**config.mk**
```make
export PLATFORM = sky130hd
export DESIGN_NAME = crc16n_gen
export DESIGN_NICKNAME = d
export VERILOG_FILES = /design/src/rtl/crc16n_pkg.sv /design/src/rtl/crc16n_step.sv /design/src/rtl/crc16n_seq.sv /design/src/rtl/crc16n_gen.sv
export SDC_FILE = /design/constraint.sdc
export NUM_CORES = 1
export LEC_CHECK = 0
export BUFFER_PORTS_ARGS = -buffer_cell sky130_fd_sc_hd__buf_2
export CAP_MARGIN = 20
export CORE_ASPECT_RATIO = 0.75
export CORE_MARGIN = 2
export CORE_UTILIZATION = 44
export CTS_CLUSTER_DIAMETER = 80
export CTS_CLUSTER_SIZE = 30
export DETAILED_ROUTE_END_ITERATION = 7
export PLACE_DENSITY_LB_ADDON = 0.05
export SKIP_CTS_REPAIR_TIMING = 1
export SLEW_MARGIN = 20
export SYNTH_ARGS = -nofsm -noshare
export SYNTH_HDL_FRONTEND = slang
export SYNTH_SLANG_ARGS = --single-unit
```
**constraint.sdc**
```tcl
create_clock -name clk -period 3.8 [get_ports clk]
set_input_delay 0.38 -clock clk [delete_from_list [all_inputs] [get_ports clk]]
set_output_delay 0.38 -clock clk [all_outputs]
set_load 0.02 [all_outputs]
```
**src/rtl/crc16n_pkg.sv**
```systemverilog
package crc16n_pkg;
   localparam int CRC_W = 16;
   localparam int NIB_W = 4;

   typedef enum logic [1:0] {
      ST_IDLE  = 2'd0,
      ST_WAIT  = 2'd1,
      ST_SHIFT = 2'd2
   } crc16n_state_e;
endpackage

```
**src/rtl/crc16n_step.sv**
```systemverilog
module crc16n_step
   import crc16n_pkg::*;
(
   input  logic [CRC_W-1:0] acc_i,
   input  logic [NIB_W-1:0] nib_i,
   output logic [CRC_W-1:0] acc_o
);
   logic [NIB_W-1:0] fold;
   logic [CRC_W-1:0] fold_w;

   always_comb begin
      fold   = acc_i[CRC_W-1 -: NIB_W] ^ nib_i;
      fold_w = {{(CRC_W-NIB_W){1'b0}}, fold};
      acc_o  = (acc_i << NIB_W) ^ (fold_w << 12) ^ (fold_w << 5) ^ fold_w;
   end
endmodule

```
**src/rtl/crc16n_seq.sv**
```systemverilog
module crc16n_seq
   import crc16n_pkg::*;
#(
   parameter int WORD_W  = 32,
   parameter int COUNT_W = 10
) (
   input  logic               clk,
   input  logic               rst_n,
   input  logic               start,
   input  logic [COUNT_W-1:0] word_count,
   input  logic               in_valid,
   input  logic               in_last,
   output logic               in_ready,
   output logic               take_word,
   output logic               shift_en,
   output logic               done
);
   localparam int NIBS  = WORD_W / NIB_W;
   localparam int IDX_W = $clog2(NIBS);
   localparam logic [IDX_W-1:0] IDX_LAST = IDX_W'(NIBS - 1);

   crc16n_state_e      state;
   logic [COUNT_W-1:0] remain;
   logic [IDX_W-1:0]   idx;
   logic               final_q;
   logic               done_q;

   always_ff @(posedge clk or negedge rst_n) begin
      if (!rst_n) begin
         state   <= ST_IDLE;
         remain  <= '0;
         idx     <= '0;
         final_q <= 1'b0;
         done_q  <= 1'b0;
      end else begin
         done_q <= 1'b0;
         if (start) begin
            idx     <= '0;
            final_q <= 1'b0;
            remain  <= word_count;
            if (word_count == '0) begin
               state  <= ST_IDLE;
               done_q <= 1'b1;
            end else begin
               state <= ST_WAIT;
            end
         end else begin
            case (state)
               ST_WAIT: begin
                  if (in_valid) begin
                     state   <= ST_SHIFT;
                     idx     <= '0;
                     final_q <= in_last || (remain == COUNT_W'(1));
                     remain  <= remain - COUNT_W'(1);
                  end
               end
               ST_SHIFT: begin
                  idx <= idx + IDX_W'(1);
                  if (idx == IDX_LAST) begin
                     if (final_q) begin
                        state  <= ST_IDLE;
                        done_q <= 1'b1;
                     end else begin
                        state <= ST_WAIT;
                     end
                  end
               end
               default: state <= ST_IDLE;
            endcase
         end
      end
   end

   assign in_ready  = (state == ST_WAIT);
   assign take_word = in_ready && in_valid && !start;
   assign shift_en  = (state == ST_SHIFT) && !start;
   assign done      = done_q;
endmodule

```
**src/rtl/crc16n_gen.sv**
```systemverilog
module crc16n_gen
   import crc16n_pkg::*;
#(
   parameter int WORD_W  = 32,
   parameter int COUNT_W = 10
) (
   input  logic               clk,
   input  logic               rst_n,
   input  logic               start,
   input  logic [COUNT_W-1:0] word_count,
   input  logic               in_valid,
   input  logic [WORD_W-1:0]  in_data,
   input  logic               in_last,
   output logic               in_ready,
   output logic               done,
   output logic [CRC_W-1:0]   crc_out
);
   generate
      if (WORD_W % NIB_W != 0 || WORD_W < 2 * NIB_W) begin : g_bad_word
         $error("crc16n_gen: WORD_W must be a multiple of 4 and at least 8");
      end
      if (COUNT_W < 1) begin : g_bad_count
         $error("crc16n_gen: COUNT_W must be at least 1");
      end
   endgenerate

   logic              take_word;
   logic              shift_en;
   logic [WORD_W-1:0] hold;
   logic [CRC_W-1:0]  acc;
   logic [CRC_W-1:0]  acc_nxt;

   crc16n_seq #(.WORD_W(WORD_W), .COUNT_W(COUNT_W)) u_seq (
      .clk        (clk),
      .rst_n      (rst_n),
      .start      (start),
      .word_count (word_count),
      .in_valid   (in_valid),
      .in_last    (in_last),
      .in_ready   (in_ready),
      .take_word  (take_word),
      .shift_en   (shift_en),
      .done       (done)
   );

   crc16n_step u_step (
      .acc_i (acc),
      .nib_i (hold[WORD_W-1 -: NIB_W]),
      .acc_o (acc_nxt)
   );

   always_ff @(posedge clk or negedge rst_n) begin
      if (!rst_n) begin
         acc  <= '0;
         hold <= '0;
      end else if (start) begin
         acc <= '0;
      end else if (take_word) begin
         hold <= in_data;
      end else if (shift_en) begin
         acc  <= acc_nxt;
         hold <= hold << NIB_W;
      end
   end

   assign crc_out = acc;
endmodule

```
==> flow_summary.toml, run 1 <==
[place]
dp_hpwl_mm = 4.75
pre_cts_ws_ns = 1.60
portBuffers = 64
place_area_um2 = 3490
place.gp.congestion = 0.809

[yosys]
synth.avg_cell_area_um2 = 10.8
synth.top_cell.area_share_pct = 52.5
synth-seq-area-share_pct = 52.5
ys_ff_latch = 65
synth_cell_types = 44
yosysWarningCount = 0
synth_cells = 288
synth_top_area_cell = "dfrtp_1"
netlist_area_um2 = 3100
synth_nets = 341
synthTopCellsByArea = "dfrtp_1 52%, o2bb2ai_1 7.9%, a22oi_1 6.8%, xnor2_1 2.5%, ha_1 2.4%"

[critical_path]
cpPeakStageDelay_ns = 0.72
worstPathCellList = "inv_1, ha_1, a21boi_4, buf_4, nor2_1, a211oi_1"
worstPathRequired_ns = 4.04
cp-start-kind = "flip-flop"
cp.arrival_ns = 2.48
r2r_slack_ns = 1.57
r2r.worst_path.cells = 6
crit_family = "compound AO/OA/AOI/OAI gates"
reg2reg_to = "crc_out[3]$_DFFE_PN0P_"
worst-path-max-fanout = 29
cp_slowest_cell = "a21boi_4"
cp_num_cells = 6
crit_path_end_kind = "flip-flop"
worstReg2RegStart = "u_seq.state[0]$_DFFE_PN0P_"
critPathKind = "flip-flop to flip-flop"
path_buf_inv = 2

[sta]
rsz0062_at_grt = "false"
hold-worst-slack_ns = 0.0233
tightestPinTransition_ns = 0.882
fmax_mhz = 448
finalMaxSlewViolations = 0
finalClockSkew_ns = 0.00885
setup_violations = 0
fin_crit_sh_pct = 58.8
setup_ws_ns = 1.57
hold_violations = 0
max_slew_margin_pct = 41.2
min_period_ns = 2.23
tns_ns = 0

[floorplanning]
die_w_um = 101
core_area_um2 = 6830
start_util_pct = 45.4
fp-row-count = 26
die_area_um2 = 7740
die_h_um = 76.7
ios = 65

[grt]
grt_max_degree = 55
grtUsageMet3_pct = 4.92
use_met2_pct = 27.8
grt_antenna_before_repair = 0
grt-ovfl-total = 0
track_usage_pct = 20.1
grt_pass1_wl_mm = 12.2
grt.busiest_layer = "met1"
use_met1_pct = 31.0
grt_pass1_vias = 2430

[flow_run]
drv_cap = 0

[clock_tree]
cts_sinks = 65
insertion_delay_ns = 0.33
cts_htree_levels = 3
cts_tree = "done"
path_clk_slew_ns = 0.07
cts_root_buffer = "clkbuf_8"
cts.path.max_buffers = 2
cts_buffers = 9

[layout]
design_area_um2 = 3680
layout-area-overhead-vs-synth_pct = 18.6
n_antenna_cell = 0
mostFrequentLayoutCell = "dfrtp_1"
final_cell_mix = "65 x dfrtp_1, 64 x buf_2, 28 x a22oi_1, 28 x o2bb2ai_1, 16 x nand2_1"
final_nets = 399
drive_above_1_share_pct = 26.6
n_fill_cell = 631

[power_and_ir_drop]
finalPower_mw = 1.66
peakVddDrop_uv = 201
leakage_nw = 1.62
powerDensity_nw_per_um2 = 452

[drt]
vias_per_cell = 5.79
drc = 0
dr.pass1.iters = 4
routed_wl_mm = 7.25
postRouteAntennaNets = 0
route.vias.total = 2513
drt_iter0_markers = 93
wl_per_cell_um = 16.7

[outcome]
outcome = "complete, no violations"

[hold_path]
hold_path.class = "input port to asynchronous set/reset pin"
area by class of cell:
type,count,area [um2],area share [%]
clock buffers,13,169,4.59
flip-flops and latches,65,1630,44.2
inverters,6,22.5,0.613
clock inverters,2,12.5,0.340
multi-input cells,194,1380,37.4
well taps,84,105,2.86
repair buffers,70,365,9.94
per-layer routing:
| layer | vias to the layer above | routed length [um] | share of wire, % |
|---|---|---|---|
| met2 | 61 | 3000 | 41 |
| met3 | 7 | 334 | 4.6 |
| met4 | 0 | 68 | 0.94 |
| met1 | 1245 | 3850 | 53 |
| li1 | 1200 | - | - |
| met5 | - | 0 | 0 |
cell families after synthesis:
logic type / share of synthesized area [%]
XOR/XNOR: 3.95
buffers and inverters: 3.67
adder cells (fa/ha/maj): 2.42
flip-flops: 52.5
AND/OR/NAND/NOR: 11.1
AO/OA/AOI/OAI: 25.4
multiplexers: 1.01
metrics by stage:
step | util (%) | std cells
after global placement | 51.2 | 419
after floorplan | - | 288
final | 53.8 | 434
after global routing | 53.8 | 434
after detailed placement | 51.2 | 419
after CTS | 53.8 | 434
cell usage after synthesis, drive strengths merged:
cell type,n
dfrtp,65
a22oi,28
o2bb2ai,28
clkbuf,17
nand2,16
nor2,15
o21ai,13
a21oi,11
xnor2,9
a31oi,6
buf,6
ha,6
inv,6
or3,6
or4,6
a211oi,5
a22o,5
nand3,5
xor2,5
nand2b,3
o31ai,3
a32oi,2
mux2i,2
nand4,2
nor3,2
or2,2
a21bo,1
a21boi,1
a41o,1
and2,1
and4bb,1
mux2,1
nand3b,1
nand4bb,1
nor2b,1
nor4,1
o211ai,1
o311a,1
o41ai,1
or4b,1
report_power, final:
part           total, mW  internal, mW  switching, mW  leakage [nW]
clock network      0.540         0.286          0.254        0.0915
logic              0.266         0.131          0.135         0.692
registers          0.857         0.787         0.0705         0.833
total               1.66          1.20          0.459          1.62
state kept, by name, indices dropped and copies added (netlist names):
register       count
crc_out           16
hold              32
u_seq.done         1
u_seq.final_q      1
u_seq.idx          3
u_seq.remain      10
u_seq.state        2
worst register-to-register path, cell delays in order, from the launching register on:
cell and delay, ns:
dfrtp_1 0.40, inv_1 0.06, ha_1 0.35, a21boi_4 0.72, buf_4 0.33, nor2_1 0.06, a211oi_1 0.21
how the worst max path moves through the flow:
stage / startpoint / endpoint / slack, ns
2_1_floorplan: u_seq.state[1]$_DFFE_PN0P_ / hold[29]$_DFFE_PN0P_ / 1.92
3_3_place_gp: u_seq.state[0]$_DFFE_PN0P_ / hold[31]$_DFFE_PN0P_ / 1.62
3_5_place_dp: u_seq.state[0]$_DFFE_PN0P_ / hold[24]$_DFFE_PN0P_ / 1.60
4_1_cts: u_seq.state[0]$_DFFE_PN0P_ / hold[23]$_DFFE_PN0P_ / 1.58
5_1_grt: u_seq.state[0]$_DFFE_PN0P_ / crc_out[1]$_DFFE_PN0P_ / 1.41
6_report: u_seq.state[0]$_DFFE_PN0P_ / crc_out[3]$_DFFE_PN0P_ / 1.57
(Power assumes the default switching activity.)
==> run 2: changes to the inputs <==
ABC_AREA = 1   (was not set)
clock period = 2.3 ns   (was 3.8 ns; I/O delays follow)
==> run 2 against run 1 <==
Compared with the run above:
- global-route usage down 0.99 points
- sequential share of layout area shrank 1.8 points
- worst hold slack better by 0.081 ns
- area after synthesis rose by 3.9%
- largest cell class unchanged
- non-clock buffer count shrank 1
- first-iteration DRC count is 18% higher
==> flow_summary.toml, run 2 <==
[outcome]
outcome = "complete, no violations"

[critical_path]
crit_start = "u_seq.state[0]$_DFFE_PN0P_"
cp.arrival_ns = 2.08
critPathKind = "flip-flop to flip-flop"
worstPathRequired_ns = 2.56
r2r_slack_ns = 0.48
worst-path-max-fanout = 20
crit_path_end_kind = "flip-flop"
worstReg2RegStart = "u_seq.state[0]$_DFFE_PN0P_"
cp-start-kind = "flip-flop"

[flow_run]
drv_cap = 0

[sta]
max_slew_margin_pct = 57.9
tightestPinTransition_ns = 0.632
finalClockSkew_ns = 0.00761
rsz0062_at_grt = "false"
finalMaxSlewViolations = 0
tns_ns = 0
fin_crit_sh_pct = 79.1
setup_violations = 0
fmax_mhz = 549
min_period_ns = 1.82
hold_violations = 0

[yosys]
synth_ff_type = "dfrtp_1"
synth.top_cell.area_share_pct = 50.5
synth_top_area_cell = "dfrtp_1"
synth_nets = 438
post-synth-top-count-cell = "nand2_1"
synth-async-reset-ratio_pct = 100
synth-seq-area-share_pct = 50.5
synth.avg_cell_area_um2 = 8.37
yosysWarningCount = 0
synthTopCellsByCount = "124 x nand2_1, 65 x dfrtp_1, 47 x nand3_1"
synthTopCellsByArea = "dfrtp_1 51%, nand2_1 14%, nand3_1 7.3%, inv_1 4.9%, o21ai_0 2.5%"
synth_cell_types = 33
synth_cells = 385
ys_ff_latch = 65
synth_edf_count = 0
netlist_area_um2 = 3220

[drt]
drt_iter0_markers = 110
wl_per_cell_um = 12.8
vias_per_cell = 4.87
dr.pass1.iters = 4
postRouteAntennaNets = 0
drc = 0
routed_wl_mm = 7.08
route.vias.total = 2696

[power_and_ir_drop]
powerDensity_nw_per_um2 = 801
peakVddDrop_uv = 396
leakage_nw = 1.97

[grt]
track_usage_pct = 19.1
grt_pass1_vias = 2599
grt_antenna_before_repair = 0
grt_max_degree = 66
grt-ovfl-total = 0
grt_pass1_wl_mm = 12.0

[clock_tree]
cts_sinks = 65
cts_tree = "done"
cts_root_buffer = "clkbuf_8"
cts_buffers = 9
insertion_delay_ns = 0.33
cts.path.max_buffers = 2
cts_htree_levels = 3
path_clk_slew_ns = 0.07

[layout]
design_area_um2 = 3830
drive_above_1_share_pct = 21.3
n_fill_cell = 700
regMostFlops = "hold"
largest_register_ffs = 32
mostFrequentLayoutCell = "nand2_1"
final_cell_count_no_fill = 554
final_cell_mix = "124 x nand2_1, 65 x dfrtp_1, 64 x buf_2"
n_antenna_cell = 0
layout-area-overhead-vs-synth_pct = 19.0
final_nets = 504

[floorplanning]
fp-row-count = 26
core_area_um2 = 6960
die_h_um = 78.1
start_util_pct = 46.3
die_w_um = 103
ios = 65
die_area_um2 = 8030

[place]
place_area_um2 = 3610
placed_cells = 537
portBuffers = 64
place.gp.congestion = 0.900
dp_hpwl_mm = 4.98

[hold_path]
hold_path.class = "input port to flip-flop"
min_from = "in_data[8]"
## run 2: changes by cell type in the layout (fill, tap and decap cells not counted), sizes merged, moves of 8 or more
cell	delta
nand2	+111
nand3	+42
inv	+41
o2bb2ai	-28
a22oi	-26
a21oi	-10
o22ai	+9
xnor2	-8
## run 2: logic make-up after synthesis
family	share of synthesized area, %
simple gates	27.5
flops	50.5
buf+inv	8.55
compound gates	9.71
xor+xnor	1.36
fa+ha+maj	2.33
## run 2: path summary, 6_finish.rpt
kind / endpoint / depth (start not counted)
max: hold[6]$_DFFE_PN0P_ / 7
max in group asynchronous: u_seq.done$_DFF_PN0_ / 3
min reg2reg: hold[21]$_DFFE_PN0P_ / 2
min: hold[8]$_DFFE_PN0P_ / 3
min in group asynchronous: u_seq.remain[3]$_DFFE_PN0P_ / 3
max reg2reg: hold[6]$_DFFE_PN0P_ / 7
## run 2: layout make-up
cell class	instances	area, um2	area share, %
Sequential cell	65	1630	42.5
Multi-Input combinational cell	259	1320	34.4
Timing Repair Buffer	69	373	9.73
Inverter	47	179	4.67
Clock buffer	11	131	3.43
Tap cell	98	123	3.20
Clock inverter	5	80.1	2.09
## run 2: routing by layer
layer	up-vias	global-route usage, %	part of all wire [%]
li1	1377	-	-
met1	1249	28.2	52
met2	68	26.9	42
met3	2	6.50	5.7
met4	0	5.00	0.42
met5	-	0	0
## run 2: worst max-delay path, stage by stage (launching register included)
cell,delay (ns)
dfrtp_1,0.40
ha_1,0.28
nand2_4,0.16
nand2_4,0.11
nor2_4,0.30
buf_4,0.32
a22oi_1,0.09
o21ai_1,0.09
## run 2: per-stage QoR
stage | utilization [%] | setup slack [ns] | power [mW] | hold WS [ns]
floorplan | - | 0.713 | 1.88 | -0.0656
global placement | 51.9 | 0.525 | 2.05 | 0.279
detailed placement | 51.9 | 0.501 | 2.05 | 0.275
CTS | 54.9 | 0.480 | 3.09 | -0.0930
global route | 55.0 | 0.336 | 3.27 | 0.0967
finish | 55.0 | 0.480 | 3.07 | 0.104
## run 2: power breakdown
group / switching (mW) / leakage (nW) / total, mW / internal, mW
sequential: 0.119 / 0.840 / 1.47 / 1.35
clock: 0.430 / 0.0995 / 1.04 / 0.609
combinational: 0.340 / 1.03 / 0.561 / 0.221
